--- config.mk ---
export PLATFORM = sky130hd
export DESIGN_NAME = dcache_idx_inval
export DESIGN_NICKNAME = d
export VERILOG_FILES = /design/src/rtl/dcinv_pkg.sv /design/src/rtl/dcinv_decode.sv /design/src/rtl/dcinv_tagstore.sv /design/src/rtl/dcache_idx_inval.sv
export SDC_FILE = /design/constraint.sdc
export NUM_CORES = 1
export LEC_CHECK = 0
export BUFFER_PORTS_ARGS = -buffer_cell sky130_fd_sc_hd__buf_4
export CAP_MARGIN = 20
export CORE_MARGIN = 2
export CORE_UTILIZATION = 52
export DETAILED_ROUTE_END_ITERATION = 7
export PLACE_DENSITY = 0.68
export SYNTH_ARGS = -nofsm -noshare
export SYNTH_HDL_FRONTEND = slang
export SYNTH_SLANG_ARGS = --single-unit
--- constraint.sdc ---
create_clock -name clk -period 19.4 [get_ports clk]
set_input_delay 5.82 -clock clk [delete_from_list [all_inputs] [get_ports clk]]
set_output_delay 5.82 -clock clk [all_outputs]
set_load 0.05 [all_outputs]
--- src/rtl/dcinv_pkg.sv ---
package dcinv_pkg;

   localparam logic [5:0] OPC_LINE_INVAL = 6'h33;

   typedef struct packed {
      logic [4:0]  base_reg;
      logic [4:0]  must_zero;
      logic [15:0] imm;
      logic [5:0]  opcode;
   } inval_instr_t;

   function automatic logic [31:0] sext16(input logic [15:0] v);
      return {{16{v[15]}}, v};
   endfunction

endpackage

--- src/rtl/dcinv_decode.sv ---
module dcinv_decode
   import dcinv_pkg::*;
#(
   parameter int ADDR_W = 32,
   parameter int OFS_W  = 5,
   parameter int IDX_W  = 6
)(
   input  logic              clk,
   input  logic              rst_n,
   input  logic              accept,
   input  logic [31:0]       instr,
   input  logic [ADDR_W-1:0] base,
   input  logic              super_mode,
   output logic              inval_en,
   output logic              exc_en,
   output logic [IDX_W-1:0]  inval_idx
);
   inval_instr_t      fields;
   logic              is_match;
   logic [ADDR_W-1:0] eff_addr;

   assign fields    = inval_instr_t'(instr);
   assign is_match  = (fields.opcode == OPC_LINE_INVAL) && (fields.must_zero == 5'd0);
   assign eff_addr  = base + ADDR_W'(sext16(fields.imm));
   assign inval_idx = eff_addr[OFS_W +: IDX_W];
   assign inval_en  = accept && is_match && super_mode;
   assign exc_en    = accept && is_match && !super_mode;

   // a word that does not decode must start nothing
   p_bad_op_ignored_r8: assert property (@(posedge clk) disable iff (!rst_n)
      (accept && instr[5:0] != OPC_LINE_INVAL) |-> (!inval_en && !exc_en));

   p_user_never_inval_r7: assert property (@(posedge clk) disable iff (!rst_n)
      (accept && !super_mode) |-> !inval_en);
endmodule

--- src/rtl/dcinv_tagstore.sv ---
module dcinv_tagstore #(
   parameter int ADDR_W = 32,
   parameter int OFS_W  = 5,
   parameter int IDX_W  = 6
)(
   input  logic              clk,
   input  logic              rst_n,
   input  logic              inval_en,
   input  logic [IDX_W-1:0]  inval_idx,
   input  logic              fill_en,
   input  logic [ADDR_W-1:0] fill_addr,
   input  logic              fill_dirty,
   input  logic [ADDR_W-1:0] lk_addr,
   output logic              lk_hit,
   output logic              lk_dirty
);
   localparam int LINES = 1 << IDX_W;
   localparam int TAG_W = ADDR_W - OFS_W - IDX_W;

   logic [LINES-1:0] valid_q;
   logic [LINES-1:0] dirty_q;
   logic [TAG_W-1:0] tag_q [LINES];

   logic [IDX_W-1:0] fill_idx, lk_idx;
   logic [TAG_W-1:0] fill_tag, lk_tag;
   logic             fill_wins;

   assign fill_idx  = fill_addr[OFS_W +: IDX_W];
   assign fill_tag  = fill_addr[ADDR_W-1 -: TAG_W];
   assign lk_idx    = lk_addr[OFS_W +: IDX_W];
   assign lk_tag    = lk_addr[ADDR_W-1 -: TAG_W];
   // invalidate takes priority over a fill at the same index
   assign fill_wins = fill_en && !(inval_en && inval_idx == fill_idx);

   always_ff @(posedge clk) begin
      if (!rst_n) begin
         valid_q <= '0;
         dirty_q <= '0;
      end else begin
         if (inval_en) begin
            valid_q[inval_idx] <= 1'b0;
            dirty_q[inval_idx] <= 1'b0;
         end
         if (fill_wins) begin
            valid_q[fill_idx] <= 1'b1;
            dirty_q[fill_idx] <= fill_dirty;
         end
      end
   end

   always_ff @(posedge clk) begin
      if (fill_wins) tag_q[fill_idx] <= fill_tag;
   end

   assign lk_hit   = valid_q[lk_idx] && (tag_q[lk_idx] == lk_tag);
   assign lk_dirty = valid_q[lk_idx] && dirty_q[lk_idx];

   p_inval_clears_r4: assert property (@(posedge clk) disable iff (!rst_n)
      inval_en |=> (!valid_q[$past(inval_idx)] && !dirty_q[$past(inval_idx)]));

   p_no_new_valid_r5: assert property (@(posedge clk) disable iff (!rst_n)
      !fill_en |=> ($countones(valid_q) <= $past($countones(valid_q))));

   p_fill_lands_r10: assert property (@(posedge clk) disable iff (!rst_n)
      (fill_en && !inval_en) |=> valid_q[$past(fill_idx)]);
endmodule

--- src/rtl/dcache_idx_inval.sv ---
module dcache_idx_inval #(
   parameter int LINE_BYTES    = 32,
   parameter int LINES         = 64,
   parameter bit CACHE_PRESENT = 1'b1
)(
   input  logic        clk,
   input  logic        rst_n,
   input  logic        req_valid,
   output logic        req_ready,
   input  logic [31:0] req_instr,
   input  logic [31:0] req_base,
   input  logic        req_super,
   output logic        done,
   output logic        priv_exc,
   input  logic        fl_en,
   input  logic [31:0] fl_addr,
   input  logic        fl_dirty,
   input  logic [31:0] lk_addr,
   output logic        lk_hit,
   output logic        lk_dirty
);
   localparam int ADDR_W = 32;
   localparam int OFS_W  = $clog2(LINE_BYTES);
   localparam int IDX_W  = $clog2(LINES);

   if ((1 << OFS_W) != LINE_BYTES) begin : g_chk_line
      $error("LINE_BYTES must be a power of two");
   end
   if ((1 << IDX_W) != LINES || LINES < 2) begin : g_chk_lines
      $error("LINES must be a power of two of at least 2");
   end
   if (OFS_W + IDX_W >= ADDR_W) begin : g_chk_split
      $error("offset and index leave no tag bits");
   end

   logic             ready_q, done_q, exc_q;
   logic             accept, inval_en, exc_en;
   logic [IDX_W-1:0] inval_idx;

   assign accept = req_valid && ready_q;

   dcinv_decode #(.ADDR_W(ADDR_W), .OFS_W(OFS_W), .IDX_W(IDX_W)) u_dec (
      .clk(clk), .rst_n(rst_n), .accept(accept), .instr(req_instr),
      .base(req_base), .super_mode(req_super),
      .inval_en(inval_en), .exc_en(exc_en), .inval_idx(inval_idx)
   );

   if (CACHE_PRESENT) begin : g_cache
      dcinv_tagstore #(.ADDR_W(ADDR_W), .OFS_W(OFS_W), .IDX_W(IDX_W)) u_tags (
         .clk(clk), .rst_n(rst_n), .inval_en(inval_en), .inval_idx(inval_idx),
         .fill_en(fl_en), .fill_addr(fl_addr), .fill_dirty(fl_dirty),
         .lk_addr(lk_addr), .lk_hit(lk_hit), .lk_dirty(lk_dirty)
      );
   end else begin : g_nocache
      assign lk_hit   = 1'b0;
      assign lk_dirty = 1'b0;
   end

   always_ff @(posedge clk) begin
      if (!rst_n) begin
         ready_q <= 1'b0;
         done_q  <= 1'b0;
         exc_q   <= 1'b0;
      end else begin
         ready_q <= 1'b1;
         done_q  <= inval_en;
         exc_q   <= exc_en;
      end
   end

   assign req_ready = ready_q;
   assign done      = done_q;
   assign priv_exc  = exc_q;

   p_done_exc_excl_r7: assert property (@(posedge clk) disable iff (!rst_n)
      !(done && priv_exc));

   p_done_follows_req_r6: assert property (@(posedge clk) disable iff (!rst_n)
      done |-> $past(req_valid && req_super));

   p_exc_follows_user_r7: assert property (@(posedge clk) disable iff (!rst_n)
      priv_exc |-> $past(req_valid && !req_super));
endmodule

# Word level (Yosys, flattened, before mapping)
# Memories as Yosys holds them, arrays and structs flattened.
# Cells that the tools add are included.
[op_classes]
addsub = 1
mul = 0
div = 0
n_lt_le_gt_ge = 5
n_eq_ne = 3
shifts = 0
muxes = 18
n_bitwise = 4
reduce_logical = 14
[ops]
columns = ["cell", "n"]
rows = [
  ["2-to-1 mux 64 bit", 6],
  ["bitwise AND 64 bit", 2],
  ["bitwise mux 64 bit", 1],
  ["NOT 64 bit", 1],
  ["bitwise OR 64 bit", 1],
  ["equality test 21 bit", 1],
  ["< comparator 6 x 7 -> 1 bit, second input constant", 3],
  ["binary-select mux 1 bit (select 6 bit)", 2],
  ["demux 1 bit (select 6 bit)", 2],
  ["greater-or-equal comparator 6 x 1 -> 1 bit, second input constant", 2],
  ["adder 11 bit", 1],
  ["logical AND 1 bit", 11],
  ["2-to-1 mux 1 bit", 7],
  ["equality test 6 bit", 1],
  ["equality test 6 bit, second input constant", 1],
  ["zero test 5 bit", 1],
  ["zero test 1 bit", 2],
]
[totals]
register_bits = 131
latchBits = 0
ram_bits = 1344
romBits = 0
inputBits = 134
output_inout_bits = 5
word_cells = 51
n_memories = 1
[memory_table]
columns = ["name", "depth", "width", "rd", "rd_ports_with_merged_regs", "wr", "line", "text"]
rows = [
  ["g_cache.u_tags.tag_q", 64, 21, 1, 0, 1, "dcinv_tagstore.sv:22", "logic [TAG_W-1:0] tag_q [LINES];"],
]

# Depth between registers and ports, before layout
[logic_depth]
ltp_word = 11
ltp_mapped = 15
ltp_nobuf = 10

# Modules after synthesis
# From an unflattened synthesis, not the netlist that was laid out.
[hier_totals]
hier_cells = 3173
area_unflattened_um2 = 58874.0
[by_module_without_submodules]
columns = ["module", "instances", "cells_per_inst", "area_each_um2", "seq_area_each_um2"]
rows = [
  ["dcinv_tagstore", 1, 3109, 58371.0, 42921.2],
  ["dcinv_decode", 1, 58, 424.2, 0.0],
  ["dcache_idx_inval", 1, 6, 78.8, 60.1],
]

# Worst setup path after synthesis
# OpenSTA, ideal clock, no wires.
[synth_path]
path_kind = "input -> output"
start = "input port lk_addr[6]"
end = "output port lk_hit"
t_arrival_ns = 9.574
required_ns = 13.580
setup_slack_ns = 4.006
path_stages = 13
n_path_buf = 5
cell_sequence = "buf_2 buf_4 buf_2 buf_2 clkbuf_1 mux4_2 a22oi_1 a21oi_1 nor4_1 xnor2_1 nor4_1 nand4_1 nor4_1"
[synth_between]
elab_chain_cells = 3
elab_cells_between_ends = 5
cone_classes = "eq/ne: 1; mux: 2; reduce/logical: 1; memory: 1"
[synth_rtl]
columns = ["element", "line", "text"]
rows = [
  ["start, declared", "dcache_idx_inval.sv:18", "input logic [31:0] lk_addr,"],
  ["memory (64 x 21 bit) or binary-select mux 1 bit (select 6 bit) (tied branches)", "--", ""],
  ["equality test 21 bit or 2-to-1 mux 1 bit (tied branches)", "dcinv_tagstore.sv:55", "assign lk_hit = valid_q[lk_idx] && (tag_q[lk_idx] == lk_tag);"],
  ["logical AND 1 bit *", "dcinv_tagstore.sv:55", ""],
  ["end, declared", "dcache_idx_inval.sv:19", "output logic lk_hit,"],
]
# Every way passes the cells marked *; elsewhere a longest branch is shown, timed or not. The select of a mux whose other input is x is not followed.

# Worst setup path in the final report
[layout_path]
start = "input port lk_addr[5]"
end = "output port lk_hit"
# Same word-level chain as after synthesis.

==> metrics <==
status finished, final reports clean; crit-path leading delay family buffers and inverters; CP Buf/Inv Count 3; TNS Setup 0 ns; Initial Util 52.5%; Netlist cell types 69; Max-Cap Viols 0; Final setup viols 0; Sw Share 21.6%; I/O pin cnt 139; Die H roughly 340 um; crit-path max cell delay slightly above 0.8 ns; CP startpoint kind input port; internal cell power 0.00518 W; hold slack 0.469 ns; final max-slew violation count 0; Peak VDD IR 0.0794 mV; Crit Path Max Fanout between 60 and 70; # hold bufs at CTS 0; measured slew at the worst slew-check pin approximately 1.2 ns; CTS buffer count between 100 and 150; Nets between 3,000 and 4,000; CTS tree yes; H-tree lvl count 4; Post-route DRC 0; DR vias 32,260; # clock sinks about 1,500; Critical Path AT around 11 ns; Final period util approximately 86%; top cells by area, synth edfxtp_1 68%, mux4_2 13%, dfxtp_1 4.4%; Synth async-reset ratio 0%; Setup Fix Bufs, Post-CTS 0; fmax between 50 and 60 MHz; DP Wirelength a little over 90,000 um; clock power share roughly two fifths; synthesized flop and latch total 1,475; sequential power share a little over half; critical setup path kind input port to primary output; normalized max-slew margin around 20%; Fill cells 7,958; final core occ slightly below 60%; grt ovf 0; pin count of the biggest net entering global routing ~130; Root Buffer clkbuf_16; TritonRoute pass-1 iters 5; number of global-route vias before repair approximately 32,000; core area 112,000 um2; RSZ-0062 raised after global routing false; Fin. Hold Viols 0; # resized after CTS 0; Top FF cell, synth edfxtp_1; fin crit period approximately 17 ns; number of port buffers between 90 and 100; Commonest cells post-synth 1,344 x edfxtp_1, 343 x mux4_2, 164 x mux2i_1; Post-Synthesis Cells ~3,000; Max Root-Sink Buffers 3; Worst Path Required roughly 14 ns; design area 66,300 um2; Seq/Total Area, Yosys between 70% and 80%; switching pwr ~0.0014 W; GRT Resource Usage Total 27.9%; cell with the most instances on the worst path buf_4; first-pass GRT wire length approximately 230,000 um; Comb pwr share between 5 and 6%; clock slew at reported path FFs approximately 0.06 ns; DRT iter0 DRCs 4,480; critical path cell sequence buf_8 > buf_4 > mux4_2 > a22oi_1 > a311oi_1 > a31oi_1 > xnor2_1 > a2111oi_2 > o2111ai_1 > nor4_1 > buf_4; yosys warns 0; Yosys top cell area share approximately two thirds; critical path's slowest cell buf_4; area leader, netlist edfxtp_1; die extent in x 341 um; clock latency on the worst-skew pair 0.76 ns; RePlAce Congestion 0.889; row cnt ~120; antenna violations before repair 4; Mapped Area between 50,000 and 60,000 um2; leakage power 21.6 nW; Via density 6.65; Area Growth Syn to Fin 12.2%; Post-DRT Antenna Nets 0; hold crit path type register to register; Clock Skew about 0.018 ns; most common cell in the synthesized netlist edfxtp_1; CP Capture Type primary output; Post-DP Area around 62,000 um2; Pwr Density approximately 100 nW/um2; syn_area_per_cell between 15 and 20 um2; Die Area ~120,000 um2; share of layout cells above drive strength 1 about a quarter; syn_nets between 3,000 and 4,000; Post-synth EDFFs between 1,000 and 1,500; Detailed Route WL 161,000 um; Routed WL per cell roughly 33 um
-- placed cells by master (no fill, tap or decap), types with 47 or more instances in the layout --
cell / synthesis / routed
a22oi_1: 58 / 58
buf_4: 23 / 192
clkbuf_16: 0 / 145
clkinv_1: 0 / 47
dfxtp_1: 131 / 131
edfxtp_1: 1344 / 1344
mux2i_1: 164 / 164
mux4_2: 343 / 343
nand2_1: 108 / 107
nand3_1: 49 / 49
nor2_1: 61 / 60
o21ai_0: 59 / 59
-- power by group through the flow --
stage | clock network [W] | logic [W] | registers, W
2_1_floorplan | 0 | 0.000223 | 0.00356
6_report | 0.00272 | 0.000390 | 0.00349
3_5_place_dp | 0 | 0.000386 | 0.00356
4_1_cts | 0.00275 | 0.000387 | 0.00349
5_1_grt | 0.00287 | 0.000410 | 0.00349
3_3_place_gp | 0 | 0.000376 | 0.00356
-- path summary, 6_finish.rpt --
check	slack, ns	depth (start not counted)	from	endpoint
max	2.70	11	lk_addr[5]	lk_hit
min	0.47	2	g_cache.u_tags.valid_q[11]$_SDFF_PN0_	g_cache.u_tags.valid_q[11]$_SDFF_PN0_
max reg2reg	16.02	9	req_ready$_DFF_P_	g_cache.u_tags.valid_q[60]$_SDFF_PN0_
min reg2reg	0.47	2	g_cache.u_tags.valid_q[11]$_SDFF_PN0_	g_cache.u_tags.valid_q[11]$_SDFF_PN0_
-- kinds of logic after synthesis --
group / share of synthesized area [%]
simple gates: 3.36
flops: 72.8
fa+ha+maj: 0.191
compound gates: 4.83
buf+inv: 1.91
xor+xnor: 0.608
mux: 16.3
-- sequential cells by signal, summed over array words and instances, names as in the netlist --
signal / flops
req_ready: 1
g_cache.u_tags.valid_q: 64
done: 1
priv_exc: 1
g_cache.u_tags.tag_q: 1344
g_cache.u_tags.dirty_q: 64
-- metal layers --
| layer | vias up | GRT usage (%) | part of all wire [%] |
|---|---|---|---|
| met5 | - | 0 | 0.017 |
| met4 | 4 | 10.4 | 3.9 |
| met3 | 332 | 5.60 | 10 |
| met2 | 1996 | 43.6 | 47 |
| met1 | 16915 | 39.4 | 38 |
| li1 | 13013 | - | - |
-- final cells by class --
cell class,count,area (um2),area share (%)
Antenna cell,1,2.50,0.00378
Clock buffer,182,3800,5.73
Clock inverter,80,777,1.17
Inverter,55,206,0.312
Multi-Input combinational cell,1358,15000,22.6
Sequential cell,1475,43000,64.9
Tap cell,1500,1880,2.83
Timing Repair Buffer,201,1620,2.44
-- stage by stage --
step | setup WS [ns] | instances | total power (W)
3_5_place_dp | 2.74 | 4587 | 0.00394
3_3_place_gp | 2.72 | 4586 | 0.00393
4_1_cts | 2.75 | 4849 | 0.00663
2_1_floorplan | 4.01 | 3073 | 0.00378
6_report | 2.70 | 4852 | 0.00660
5_1_grt | 2.35 | 4851 | 0.00677
-- worst reg2reg max path: stages (launching register included) --
cell	delay, ns
dfxtp_1	0.35
nand2_1	0.09
nor4b_1	0.28
nand4_1	0.28
inv_1	0.21
o2111ai_2	0.19
or4_4	0.69
and3_1	0.61
buf_4	0.40
o21a_1	0.21
Power figures use the tool's default switching activity.
